$ cat src/rtl/audcond_pkg.sv
package audcond_pkg;

    // Playback boost code, one step per 6 dB (shift by one bit)
    typedef enum logic [1:0] {
        BOOST_0DB  = 2'b00,
        BOOST_6DB  = 2'b01,
        BOOST_12DB = 2'b10,
        BOOST_18DB = 2'b11
    } boost_e;

    localparam int unsigned MAX_SHIFT = 3;
    localparam int unsigned SHIFT_W   = $clog2(MAX_SHIFT + 1);
    localparam int unsigned NUM_CH    = 4;

    // Channel indices used by the polarity stage
    localparam int unsigned CH_RX_L = 0;
    localparam int unsigned CH_RX_R = 1;
    localparam int unsigned CH_TX_L = 2;
    localparam int unsigned CH_TX_R = 3;

    typedef struct packed {
        logic tx_r;
        logic tx_l;
        logic rx_r;
        logic rx_l;
    } inv_ctrl_t;

    function automatic logic [SHIFT_W-1:0] boost_shift(input boost_e code);
        case (code)
            BOOST_6DB:  return SHIFT_W'(1);
            BOOST_12DB: return SHIFT_W'(2);
            BOOST_18DB: return SHIFT_W'(3);
            default:    return SHIFT_W'(0);
        endcase
    endfunction

    function automatic logic [NUM_CH-1:0] inv_vec(input inv_ctrl_t c);
        logic [NUM_CH-1:0] v;
        v          = '0;
        v[CH_RX_L] = c.rx_l;
        v[CH_RX_R] = c.rx_r;
        v[CH_TX_L] = c.tx_l;
        v[CH_TX_R] = c.tx_r;
        return v;
    endfunction

endpackage

$ cat src/rtl/rxcond_select.sv
module rxcond_select #(
    parameter int unsigned W = 24
) (
    input  logic [W-1:0] left_in,
    input  logic [W-1:0] right_in,
    input  logic         right_src_sel,
    output logic [W-1:0] left_out,
    output logic [W-1:0] right_out
);
    always_comb begin
        left_out  = left_in;
        right_out = right_src_sel ? right_in : left_in;
    end
endmodule

$ cat src/rtl/rxcond_gain.sv
module rxcond_gain #(
    parameter int unsigned W     = 24,
    parameter int unsigned SH_MAX = 3,
    parameter int unsigned SH_W   = 2
) (
    input  logic [W-1:0]    din,
    input  logic [SH_W-1:0] shamt,
    output logic [W-1:0]    dout
);
    localparam int unsigned WW = W + SH_MAX;
    localparam logic signed [WW-1:0] HI =
        $signed({{(SH_MAX+1){1'b0}}, {(W-1){1'b1}}});
    localparam logic signed [WW-1:0] LO =
        $signed({{(SH_MAX+1){1'b1}}, {(W-1){1'b0}}});

    logic signed [WW-1:0] ext;
    logic signed [WW-1:0] shd;

    always_comb begin
        ext = $signed({{SH_MAX{din[W-1]}}, din});
        shd = ext <<< shamt;
        if (shd > HI)
            dout = HI[W-1:0];
        else if (shd < LO)
            dout = LO[W-1:0];
        else
            dout = shd[W-1:0];
    end
endmodule

$ cat src/rtl/rxcond_negate.sv
module rxcond_negate #(
    parameter int unsigned W = 24
) (
    input  logic [W-1:0] din,
    input  logic         inv,
    output logic [W-1:0] dout
);
    localparam logic [W-1:0] MINV = {1'b1, {(W-1){1'b0}}};
    localparam logic [W-1:0] MAXV = {1'b0, {(W-1){1'b1}}};

    always_comb begin
        if (!inv)
            dout = din;
        else if (din == MINV)
            dout = MAXV;
        else
            dout = -din;
    end
endmodule

$ cat src/rtl/audio_rx_cond.sv
module audio_rx_cond
    import audcond_pkg::*;
#(
    parameter int unsigned W = 24
) (
    input  logic         clk,
    input  logic         rst,
    input  logic         in_valid,
    input  logic [W-1:0] rx_left_in,
    input  logic [W-1:0] rx_right_in,
    input  logic [W-1:0] tx_left_in,
    input  logic [W-1:0] tx_right_in,
    input  logic         right_src_sel,
    input  logic [1:0]   boost_sel,
    input  logic         rx_left_inv,
    input  logic         rx_right_inv,
    input  logic         tx_left_inv,
    input  logic         tx_right_inv,
    output logic         out_valid,
    output logic [W-1:0] rx_left_out,
    output logic [W-1:0] rx_right_out,
    output logic [W-1:0] tx_left_out,
    output logic [W-1:0] tx_right_out
);
    logic [W-1:0] sel_l, sel_r;
    logic [1:0][W-1:0] gain_in, gain_out;
    logic [NUM_CH-1:0][W-1:0] pol_in, pol_out;
    logic [NUM_CH-1:0][W-1:0] out_q;
    logic [SHIFT_W-1:0] shamt;
    logic [NUM_CH-1:0]  invv;
    inv_ctrl_t          inv_c;
    logic               valid_q;

    // Stage 1: source select
    rxcond_select #(.W(W)) u_sel (
        .left_in       (rx_left_in),
        .right_in      (rx_right_in),
        .right_src_sel (right_src_sel),
        .left_out      (sel_l),
        .right_out     (sel_r)
    );

    // Stage 2: saturating boost on the playback pair
    assign shamt      = boost_shift(boost_e'(boost_sel));
    assign gain_in[0] = sel_l;
    assign gain_in[1] = sel_r;

    for (genvar g = 0; g < 2; g++) begin : g_gain
        rxcond_gain #(.W(W), .SH_MAX(MAX_SHIFT), .SH_W(SHIFT_W)) u_gain (
            .din   (gain_in[g]),
            .shamt (shamt),
            .dout  (gain_out[g])
        );
    end

    // Stage 3: per-channel saturating polarity invert
    assign inv_c = '{tx_r: tx_right_inv, tx_l: tx_left_inv,
                     rx_r: rx_right_inv, rx_l: rx_left_inv};
    assign invv  = inv_vec(inv_c);

    always_comb begin
        pol_in[CH_RX_L] = gain_out[0];
        pol_in[CH_RX_R] = gain_out[1];
        pol_in[CH_TX_L] = tx_left_in;
        pol_in[CH_TX_R] = tx_right_in;
    end

    for (genvar c = 0; c < NUM_CH; c++) begin : g_pol
        rxcond_negate #(.W(W)) u_neg (
            .din  (pol_in[c]),
            .inv  (invv[c]),
            .dout (pol_out[c])
        );
    end

    // Output register, loaded on valid samples only
    always_ff @(posedge clk) begin
        if (rst) begin
            out_q   <= '0;
            valid_q <= 1'b0;
        end else begin
            valid_q <= in_valid;
            if (in_valid)
                out_q <= pol_out;
        end
    end

    assign out_valid    = valid_q;
    assign rx_left_out  = out_q[CH_RX_L];
    assign rx_right_out = out_q[CH_RX_R];
    assign tx_left_out  = out_q[CH_TX_L];
    assign tx_right_out = out_q[CH_TX_R];

endmodule

$ cat config.mk
export PLATFORM = sky130hd
export DESIGN_NAME = audio_rx_cond
export DESIGN_NICKNAME = d
export VERILOG_FILES = /design/src/rtl/audcond_pkg.sv /design/src/rtl/rxcond_select.sv /design/src/rtl/rxcond_gain.sv /design/src/rtl/rxcond_negate.sv /design/src/rtl/audio_rx_cond.sv
export SDC_FILE = /design/constraint.sdc
export NUM_CORES = 1
export LEC_CHECK = 0
export BUFFER_PORTS_ARGS = -buffer_cell sky130_fd_sc_hd__buf_2
export CAP_MARGIN = 15
export CORE_MARGIN = 4
export CORE_UTILIZATION = 40
export DETAILED_ROUTE_END_ITERATION = 10
export MAX_ROUTING_LAYER = met4
export SLEW_MARGIN = 20
export SYNTH_ARGS = -nofsm -noshare
export SYNTH_HDL_FRONTEND = slang
export SYNTH_HIERARCHICAL = 1
export SYNTH_SLANG_ARGS = --single-unit
$ cat constraint.sdc
create_clock -name clk -period 3.85 [get_ports clk]
set_input_delay 0 -clock clk [delete_from_list [all_inputs] [get_ports clk]]
set_output_delay 0 -clock clk [all_outputs]
set_load 0.01 [all_outputs]
Word level (Yosys, flattened, before mapping)
Index checks and enable logic that the tools add are counted.
- input port bits: 106
- output and inout bits: 97
- bits in writable memories: 0
- latch bits: 0
- memories: 0
- flip-flop bits (word level): 97
- ROM bits: 0
- shifts and indexed selects: 2
- equality and inequality tests: 7
- $add $sub $neg: 4
- bitwise operators: 0
- div/mod/pow operators: 0
- $lt $le $gt $ge: 4
- muxes and demuxes: 14
- reductions and logical operators: 0
- multipliers: 0
- operators with widths (cell ; count):
    24-bit two-way mux ; 13
    24-bit == test (second input constant) ; 4
    24-bit negator ; 4
    27-bit by 24-bit greater-than comparator with 1-bit output (second input constant) ; 2
    27-bit by 24-bit less-than comparator with 1-bit output (second input constant) ; 2
    24-bit by 2-bit <<< shifter with 27-bit output ; 2
    2-bit case mux with 3 select lines ; 1
    2-bit == test (second input constant) ; 2
    2-bit by 1-bit == test with 1-bit output (second input constant) ; 1

Longest topological paths before layout
Gate-level depths: netlist of the first run.
- depth after elaboration: 9
- mapped depth: 17

Cells and area by module
The synthesis of the first run kept the hierarchy.
- modules (own cells, without submodules) (module ; sequential area each (um2) ; area each (um2) ; cells each ; instances):
    audio_rx_cond ; 1941.9 ; 3437.0 ; 314 ; 1
    rxcond_negate ; 0.0 ; 691.9 ; 107 ; 4
    rxcond_gain ; 0.0 ; 1106.1 ; 94 ; 2
    rxcond_select ; 0.0 ; 576.8 ; 51 ; 1

Least setup slack after synthesis of the first run
Ideal clock, no wire load.
- path kind: input -> register
- from: in right_src_sel
- to: reg out_q, in the netlist rx_right_out[14]
- arrival time: 3.209 ns
- setup slack: 0.577 ns
- stages on the path: 15
- buffers on the path: 4
- cell sequence: buf_6 buf_12 mux2_4 nand2b_1 a21oi_1 buf_2 o32ai_2 or4_4 or3_4 or4_4 buf_6 nand2_1 mux2_2 mux2i_1 nor2_1
- RTL lines (element ; line ; source):
    start, declared ; audio_rx_cond.sv:13 ; input logic right_src_sel,
    end signal, assigned ; audio_rx_cond.sv:84 ; out_q <= pol_out;
    end, declared ; audio_rx_cond.sv:28 ; logic [NUM_CH-1:0][W-1:0] out_q;

==> run summary, run 1 <==
# Post-CTS Setup Buffers -> 0
Area of the multi-input gates -> 6170 µm²
GPL Wtd Cong -> 0.866
Arrival time worst endpoint -> 3.57 ns
Post-route ant nets -> 0
Hold Crit Class -> primary input to flop
TritonCTS clock tree -> done
Total core area -> 22000 µm²
Beginning of the critical path -> boost_sel[0]
Routed wire length -> 23200 µm
Initial DRT Pass Iterations -> 5
# DRC -> 0
Routed via count -> 7559
Data required, critical path -> 4.13 ns
Yosys top cell by area -> dfxtp_1
Async SR Flop Fraction -> 0%
Clock transition at path regs -> 0.08 ns
Max Clock Skew -> 0 ns
Max clock buf depth -> 2
Per-cell routed wire length -> 16.5 µm
Post-CTS Hold Fix Bufs -> 1
Static Leakage -> 4.71 nW
Total congestion overflow -> 0
Setup violations, final -> 0
Max Slew Vio Count -> 0
Register area share after synthesis -> 21.6%
Post-Syn Area -> 8990 µm²
Worst setup EP type -> flop
Share of cells above drive strength 1 -> 35.1%
CTS H-tree depth -> 3
Number of core rows -> 54
Nets -> 1227
Setup TNS -> 0 ns
Initial antenna violation count -> 4
Post-Syn Nets -> 1091
Ranking of synthesized cells by area -> dfxtp_1 22%, mux2i_1 16%, mux2_4 8.0%, o32ai_2 7.2%, nor2_1 5.5%
Synth Register Bits -> 97
Hold Violations, Final -> 0
Root buf cell -> clkbuf_16
Syn_area_per_cell -> 9.17 µm²
Netlist cell types -> 50
Min-delay src -> tx_right_in[8]
Status -> completed
Commonest non-fill, non-tap cell in the layout -> buf_2
Clk sinks -> 97
I/O pin cnt -> 203
Fin crit share -> 85.4%
Max-Cap Viols -> 0
RSZ-0062 raised after global routing -> false
Vias per cell -> 5.38
Max transition margin -> 42.6%
Final Critical Period -> 3.29 ns
Total Routing Usage GR -> 18.7%
Critical setup path kind -> primary input to flop
Die span in x -> 158 µm
Peak VDD IR -> 0.000213 V
Initial DRC count -> 357
Area occupied by registers -> 1940 µm²
Crit Path Max Fanout -> 30
First-pass GRT wire length -> 37200 µm
FF-to-FF Start -> rx_left_out[23]
CTS Buf Count -> 9
Area share of the largest cell type after synthesis -> 21.6%
Most frequent cells in the layout -> 200 x buf_2, 144 x mux2i_1, 132 x nor2_1
Pin count of the biggest net entering global routing -> 98
PD cells -> 321 nW/µm²
Layout area overhead -> 12.3%
Yosys warns -> 6
Startpoint types -> primary input
Number of flops mapped to enable cells by yosys -> 0
Post-CTS resize count -> 0
Final Core Density -> 46.0%
Fmax -> 0.304 GHz
Port Buffer Count -> 202
Worst-margin pin slew -> 0.861 ns
FILL cells -> 2157
Die height -> 158 µm
Die area -> 24900 µm²
Later-pin clock latency in the skew report -> 0.34 ns
Vias in the first global route -> 7033
Final HPWL from detailed placement -> 17700 µm
Synth Flop Type -> dfxtp_1
Mapped Cells -> 981
Starting density of the core -> 41.0%
-- worst max-delay path, cell delays in order --
cell	delay [ns]
buf_2	0.58
nor2_2	0.11
nor3b_4	0.34
buf_4	0.33
o32ai_2	0.18
nor4_1	0.60
nand3_1	0.30
or4_1	0.56
nand2b_1	0.16
a31oi_1	0.18
mux2i_1	0.10
nor2_1	0.11
-- metrics by stage --
stage | cells | cell area, µm² | hold WS [ns] | setup slack [ns] | power [mW]
final | 1405 | 10100 | 0.0239 | 0.560 | 3.24
after global routing | 1405 | 10100 | 0.0570 | 0.336 | 3.46
after CTS | 1400 | 10100 | 0.00368 | 0.619 | 3.29
after detailed placement | 1384 | 9750 | 0.379 | 0.285 | 2.32
after global placement | 1384 | 9750 | 0.384 | 0.338 | 2.31
after floorplan | 981 | 8990 | 0.230 | 0.577 | 2.03
-- power by group --
group / internal [mW] / leakage, nW / total [mW] / switching, mW
clock network: 0.523 / 0.139 / 0.940 / 0.417
registers: 1.09 / 0.801 / 1.14 / 0.0428
logic: 0.529 / 3.77 / 1.16 / 0.635
total: 2.15 / 4.71 / 3.24 / 1.09
-- synth_stat cells (all sizes together) (12+ instances only) --
cell,instances
o21ai,22
nor2,134
inv,16
mux2i,144
or3,12
o32ai,44
a21oi,12
or4,24
mux2,64
xor2,48
nor3,12
clkbuf,24
dfxtp,97
nand2,108
o31ai,24
o41ai,20
buf,79
-- state kept, by name (all words and copies together) (netlist names) --
| signal | cells |
|---|---|
| out_valid | 1 |
| rx_left_out | 24 |
| rx_right_out | 24 |
| tx_left_out | 24 |
| tx_right_out | 24 |
-- worst paths after layout --
| path | to | slack (ns) | cells past startpoint |
|---|---|---|---|
| max | rx_left_out[23] | 0.56 | 12 |
| min | tx_right_out[8] | 0.02 | 5 |
| max reg2reg | rx_left_out[23] | 3.21 | 2 |
| min reg2reg | tx_left_out[17] | 0.49 | 2 |
-- layout make-up --
cell class                 instances  area share (%)
clock inverter                     5           0.632
inverter                          16           0.595
sequential                        97            19.2
multi-input combinational        765            61.1
tap                              280            3.47
clock buffer                      10            2.37
timing repair buffer             228            12.5
antenna                            4          0.0991
-- kinds of logic after synthesis --
kind of cell	share of synthesized area, %
compound gates	15.7
simple gates	18.6
buf+inv	10.0
mux	28.1
flops	21.6
fa+ha+maj	0.557
xor+xnor	5.45
-- per-layer routing --
layer / vias to the layer above / global-route usage, % / part of all wire, %
met1: 3577 / 24.7 / 47
met5: - / - / 0
met4: 0 / 4.87 / 1.6
met3: 20 / 3.23 / 4.1
met2: 146 / 29.7 / 48
li1: 3816 / - / -
Note: power is estimated with default switching activity, not from simulation.
==> inputs of run 2 (changes only) <==
Settings changed: SYNTH_HIERARCHICAL 1 to default.
==> run summary, run 2 <==
Status -> completed
Final HPWL from detailed placement -> 18500 µm (+4.3%)
Root buf cell -> clkbuf_16
Pint -> 2.16 mW (+0.46%)
Hold Crit Class -> primary input to flop
Count leader, synth -> nor2_1
Arrival time worst endpoint -> 3.33 ns (-0.24 ns)
Area share of the largest cell type after synthesis -> 23.8% (+2.2 points)
Setup WS pre-CTS -> 0.401 ns (+0.117 ns)
Starting density of the core -> 40.5% (-0.45 points)
Post-CTS Hold Fix Bufs -> 17 (+16)
Layout area overhead -> 20.2%
Post-Syn Nets -> 1058 (-3.0%)
Pin count of the biggest net entering global routing -> 67 (-32%)
Setup TNS -> 0 ns (unchanged)
Peak VDD IR -> 0.000238 V (+12%)
Total Routing Usage GR -> 21.9% (+3.2 points)
Post-CTS resize count -> 0 (unchanged)
Yosys warns -> 0 (-6)
Die height -> 151 µm (-4.4%)
GPL Wtd Cong -> 0.895 (+3.3%)
Total core area -> 20200 µm² (-8.1%)
Routed wire length -> 25000 µm (+7.7%)
Number of flops mapped to enable cells by yosys -> 0 (unchanged)
Initial antenna violation count -> 3 (-1)
Data required, critical path -> 4.12 ns (about the same)
Critical setup path kind -> primary input to flop
Hold Violations, Final -> 0 (unchanged)
I/O pin cnt -> 203 (unchanged)
Port Buffer Count -> 202 (unchanged)
# Post-CTS Setup Buffers -> 0 (unchanged)
TritonCTS clock tree -> done
Post-synth top cells -> 126 x nor2_1, 97 x dfxtp_1, 71 x nand2_1
Die area -> 22800 µm² (-8.7%)
Vias in the first global route -> 7269 (+3.4%)
Register area share after synthesis -> 23.8% (+2.2 points)
Area occupied by registers -> 1940 µm² (unchanged)
Nets -> 1232 (+0.41%)
Area of the multi-input gates -> 5800 µm² (-6.0%)
Fmax -> 0.326 GHz (+7.2%)
Ranking of synthesized cells by area -> dfxtp_1 24%, mux4_2 11%, nor2_1 5.8%, a211oi_1 5.0%, a211oi_2 4.7%
Netlist cell types -> 82 (+64%)
R2R Setup Slk -> 3.01 ns (-0.20 ns)
PD cells -> 338 nW/µm² (+5.3%)
Post-Syn Area -> 8170 µm² (-9.2%)
Flop pwr share -> 34.2% (-0.9 points)
Worst-margin pin slew -> 1.01 ns (+0.153 ns)
Initial DRT Pass Iterations -> 5 (unchanged)
Synth Register Bits -> 97 (unchanged)
P_sw -> 1.16 mW (+6.4%)
Vias per cell -> 5.64 (+4.8%)
Die span in x -> 151 µm (-4.4%)
RSZ-0062 raised after global routing -> false
Comb pwr share -> 34.9% (-1.0 points)
Yosys top cell by area -> dfxtp_1
Most frequent cells in the layout -> 199 x buf_2, 126 x nor2_1, 97 x dfxtp_1
Post-route ant nets -> 0 (unchanged)
FILL cells -> 2046 (-5.1%)
Clock transition at path regs -> 0.08 ns (about the same)
Initial DRC count -> 372 (+4.2%)
Worst setup EP type -> flop
Later-pin clock latency in the skew report -> 0.35 ns (about the same)
Commonest non-fill, non-tap cell in the layout -> buf_2
Clk sinks -> 97 (unchanged)
Clock power share -> 30.9% (+1.9 points)
Final Hold Slack -> 0.0145 ns (-0.00940 ns)
Final Critical Period -> 3.07 ns (-0.221 ns)
Mapped Cells -> 948 (-3.4%)
CTS Buf Count -> 9 (unchanged)
First-pass GRT wire length -> 39100 µm (+5.1%)
Max Slew Vio Count -> 0 (unchanged)
Syn_area_per_cell -> 8.62 µm² (-6.0%)
Max clock buf depth -> 2 (unchanged)
Startpoint types -> primary input
CTS H-tree depth -> 3 (unchanged)
Per-cell routed wire length -> 17.8 µm (+8.0%)
Fin crit share -> 79.7% (-5.7 points)
Static Leakage -> 3.94 nW (-16%)
Crit Path Max Fanout -> 59 (+97%)
Share of cells above drive strength 1 -> 32.0% (-3.1 points)
Number of core rows -> 52 (-3.7%)
Max transition margin -> 32.4% (-10 points)
Switching Fraction -> 35.1% (+1.3 points)
# DRC -> 0 (unchanged)
Max-Cap Viols -> 0 (unchanged)
Fin worst setup slack -> 0.782 ns (+0.221 ns)
Async SR Flop Fraction -> 0% (unchanged)
Routed via count -> 7893 (+4.4%)
Total congestion overflow -> 0 (unchanged)
Setup violations, final -> 0 (unchanged)
Max Clock Skew -> 0 ns (unchanged)
Synth Flop Type -> dfxtp_1
==> run 2: worst paths after layout <==
kind	start	end	cells after the start
max	boost_sel[0]	rx_right_out[19]	9
min	tx_left_in[16]	tx_left_out[16]	3
max reg2reg	rx_right_out[22]	rx_right_out[22]	3
min reg2reg	rx_left_out[22]	rx_left_out[22]	2
==> run 2: per-layer routing <==
layer | share of wire (%) | global-route usage [%] | vias up | wire, µm
met3 | 6.8 | 5.15 | 28 | 1710
met2 | 46 | 32.9 | 257 | 11500
met1 | 45 | 30.3 | 3708 | 11300
met5 | 0 | - | - | 0
li1 | - | - | 3900 | -
met4 | 1.6 | 4.67 | 0 | 396
==> run 2: power groups by stage <==
stage | sequential (mW) | combinational, mW | clock, mW
global route | 1.14 | 1.27 | 1.09
detailed placement | 1.16 | 1.14 | 0
CTS | 1.14 | 1.16 | 1.06
global placement | 1.16 | 1.14 | 0
floorplan | 1.20 | 0.740 | 0
finish | 1.13 | 1.16 | 1.03
==> run 2: layout make-up <==
class                   count  area share (%)
diodes                      3          0.0764
clock buffers              10            2.33
clock inverters             6            1.03
inverters                  13           0.497
multi-input cells         760            59.1
flip-flops and latches     97            19.8
well taps                 270            3.44
repair buffers            241            13.8
==> run 2: through the flow <==
step	utilization [%]	std cells	area [µm²]	power, mW
floorplan	-	948	8170	1.94
global placement	46.2	1364	9320	2.29
detailed placement	46.2	1364	9320	2.30
CTS	48.7	1397	9820	3.36
global route	48.7	1400	9820	3.51
finish	48.7	1400	9820	3.32
==> run 2: kinds of logic (layout without fill, tap and decap cells) <==
family	after synthesis	after routing	synth area share (%)
mux	86	86	17.6
fa+ha+maj	4	4	0.613
other cells	0	3	0
flops	97	97	23.8
compound gates	295	295	26.7
buf+inv	91	270	5.21
xor+xnor	66	66	7.07
simple gates	309	309	19.0
==> run 2: critical path, stage by stage <==
cell     delay, ns
buf_4         0.66
mux4_2        0.69
mux2i_2       0.37
nand3_4       0.19
nor4_4        0.38
o21ai_2       0.12
o41a_4        0.55
and4_1        0.23
nor4_2        0.11
==> inputs of run 3 (changes only) <==
Settings changed: ABC_AREA from default to 1.
Clock period 3.85 ns to 3.1 ns, I/O delays scaled along.
==> run summary, run 3 <==
Post-synth top cells -> 336 x nand2_1, 139 x nor2_1, 133 x inv_1
Reg-to-Reg End -> rx_left_out[1]
Yosys warns -> 0 (unchanged)
GPL Wtd Cong -> 0.906 (+1.3%)
Hold Crit Class -> primary input to flop
TritonCTS clock tree -> done
Final HPWL from detailed placement -> 19900 µm (+7.7%)
Placed Cells -> 1674 (+23%)
Synth Register Bits -> 97 (unchanged)
Fin crit share -> 85.2%
Switching Fraction -> 36.1% (+1.1 points)
Layout area overhead -> 19.7%
Slowest stage delay, CP -> 0.58 ns (-0.11 ns)
Comb pwr share -> 32.6% (-2.3 points)
Root buf cell -> clkbuf_16
Peak VDD IR -> 0.000305 V (+28%)
Setup crit end -> tx_left_out[15]
Crit Path Max Fanout -> 18 (-69%)
Per-cell routed wire length -> 14.9 µm (-16%)
Number of flops mapped to enable cells by yosys -> 0 (unchanged)
Total core area -> 18800 µm² (-6.6%)
Slowest-stage cell, CP -> clkinv_1
Count leader, synth -> nand2_1
Area share of the largest cell type after synthesis -> 25.2% (+1.5 points)
First-pass GRT wire length -> 40800 µm (+4.2%)
Clock transition at path regs -> 0.08 ns (about the same)
Status -> completed
Mapped Cells -> 1265 (+33%)
Post-route ant nets -> 0 (unchanged)
Post-CTS resize count -> 0 (unchanged)
Critical setup path kind -> primary input to flop
Clk sinks -> 97 (unchanged)
Routed wire length -> 25400 µm (+1.8%)
Die span in x -> 147 µm (-2.8%)
Data required, critical path -> 3.35 ns (-0.77 ns)
Vias in the first global route -> 8075 (+11%)
Worst setup EP type -> flop
FF-to-FF Start -> rx_left_out[1]
Later-pin clock latency in the skew report -> 0.35 ns (about the same)
Starting density of the core -> 40.9% (+0.38 points)
Clock power share -> 31.2% (+0.3 points)
Post-Syn Area -> 7700 µm² (-5.8%)
CTS Buf Count -> 9 (unchanged)
Hold depth -> 4 (+1)
Startpoint types -> primary input
Async SR Flop Fraction -> 0% (unchanged)
CTS H-tree depth -> 3 (unchanged)
Most used cell, CP -> inv_1
Syn_area_per_cell -> 6.09 µm² (-29%)
Ranking of synthesized cells by area -> dfxtp_1 25%, nand2_1 16%, o21ai_0 8.1%, nor2_1 6.8%, inv_1 6.5%
Cells on worst reg2reg path -> 3 (unchanged)
Max-Cap Viols -> 0 (unchanged)
Fmax -> 0.379 GHz
Setup violations, final -> 0 (unchanged)
Total power -> 3.87 mW (+17%)
Die height -> 147 µm (-2.8%)
Routed via count -> 8643 (+9.5%)
Pint -> 2.47 mW (+15%)
Arrival time worst endpoint -> 2.89 ns (-0.44 ns)
# Post-CTS Setup Buffers -> 0 (unchanged)
Vias per cell -> 5.07 (-10%)
P_sw -> 1.40 mW (+20%)
Max Clock Skew -> 0 ns (unchanged)
Max transition margin -> 37.9% (+5.5 points)
Commonest non-fill, non-tap cell in the layout -> nand2_1
Initial DRT Pass Iterations -> 5 (unchanged)
Worst-margin pin slew -> 0.930 ns (-0.0834 ns)
Pin count of the biggest net entering global routing -> 65 (-3.0%)
Post-CTS Hold Fix Bufs -> 15 (-2)
R2R Setup Slk -> 2.31 ns (-0.70 ns)
Beginning of the critical path -> tx_left_in[0]
Register area share after synthesis -> 25.2% (+1.5 points)
Share of cells above drive strength 1 -> 20.8% (-11 points)
Total congestion overflow -> 0 (unchanged)
Non-filler cells, final -> 1705 (+22%)
Flop pwr share -> 36.2% (+2.0 points)
Fin worst setup slack -> 0.460 ns (-0.322 ns)
N_diodes -> 0 (-3)
Total Routing Usage GR -> 23.5% (+1.6 points)
Setup WS pre-CTS -> 0.330 ns (-0.0712 ns)
Nets -> 1550 (+26%)
PD cells -> 420 nW/µm² (+24%)
Static Leakage -> 4.88 nW (+24%)
Min-delay src -> tx_right_in[18]
Initial antenna violation count -> 0 (-3)
Initial DRC count -> 544 (+46%)
Die area -> 21500 µm² (-5.5%)
Port Buffer Count -> 202 (unchanged)
Max clock buf depth -> 2 (unchanged)
RSZ-0062 raised after global routing -> false
Most frequent cells in the layout -> 336 x nand2_1, 202 x buf_2, 139 x nor2_1
Final Critical Period -> 2.64 ns
# DRC -> 0 (unchanged)
Number of core rows -> 50 (-3.8%)
Crit-path cells -> dlygate4sd3_1 -> buf_2 -> inv_1 -> ha_1 -> inv_1 -> nor3_1 -> nand3_1 -> nor2_1 -> nand4_1 -> nor4_1 -> nor2_1 -> clkinv_1 -> a21oi_1 -> o21ai_0 -> o211ai_1 -> inv_1
Final Core Density -> 49.0% (+0.26 points)
Hold Violations, Final -> 0 (unchanged)
FILL cells -> 2086 (+2.0%)
Max Slew Vio Count -> 0 (unchanged)
I/O pin cnt -> 203 (unchanged)
Yosys top cell by area -> dfxtp_1
Netlist cell types -> 45 (-45%)
Setup TNS -> 0 ns (unchanged)
Post-Syn Nets -> 1375 (+30%)
Synth Flop Type -> dfxtp_1
-- run 3: kinds of logic (layout without fill, tap and decap cells) --
logic type | after synthesis | in the layout | synth area share, %
adders and majority gates | 4 | 4 | 0.650
muxes | 6 | 6 | 0.780
xor gates and xnor gates | 52 | 52 | 5.91
AOI/OAI and AO/OA | 255 | 255 | 19.5
buffers and inverters | 210 | 390 | 12.2
DFF | 97 | 97 | 25.2
and+or+nand+nor | 641 | 641 | 35.7
-- run 3: final cells by class --
cell class / instances / area, µm² / share of cell area, %
Clock inverter: 6 / 86.3 / 0.936
Multi-Input combinational cell: 958 / 4820 / 52.3
Timing Repair Buffer: 232 / 1270 / 13.8
Sequential cell: 97 / 1940 / 21.1
Tap cell: 260 / 325 / 3.53
Clock buffer: 10 / 239 / 2.59
Inverter: 142 / 536 / 5.81
-- run 3: how the worst min path moves through the flow --
stage | to | slack [ns]
5_1_grt | tx_right_out[5] | 0.02
6_report | tx_right_out[18] | 0.007
3_5_place_dp | tx_left_out[0] | 0.28
3_3_place_gp | tx_left_out[0] | 0.29
4_1_cts | tx_right_out[18] | 0.001
2_1_floorplan | out_valid | 0.17
-- run 3: stage by stage --
stage	area, µm²	hold slack (ns)
floorplan	7700	0.171
global placement	8740	0.290
detailed placement	8740	0.283
CTS	9220	0.00110
global route	9220	0.0203
finish	9220	0.00694
-- run 3: power groups by stage --
stage	Sequential, mW	Combinational, mW	Clock (mW)
after floorplan	1.48	0.795	0
after global placement	1.43	1.25	0
after detailed placement	1.43	1.24	0
after CTS	1.40	1.26	1.25
after global routing	1.42	1.42	1.29
final	1.40	1.26	1.21
-- run 3: layer usage --
layer / GRT usage (%) / vias up / share of wire, %
li1: - / 4452 / -
met1: 31.0 / 3888 / 45
met2: 37.9 / 267 / 46
met3: 3.08 / 36 / 6.4
met4: 6.54 / 0 / 2.1
met5: - / - / 0
-- run 3: worst max-delay path, delay by kind of cell --
| kind | cells | cell delay, ns |
|---|---|---|
| and+or+nand+nor | 6 | 0.80 |
| buffers and inverters | 6 | 1.39 |
| AOI/OAI and AO/OA | 3 | 0.50 |
| adders and majority gates | 1 | 0.19 |
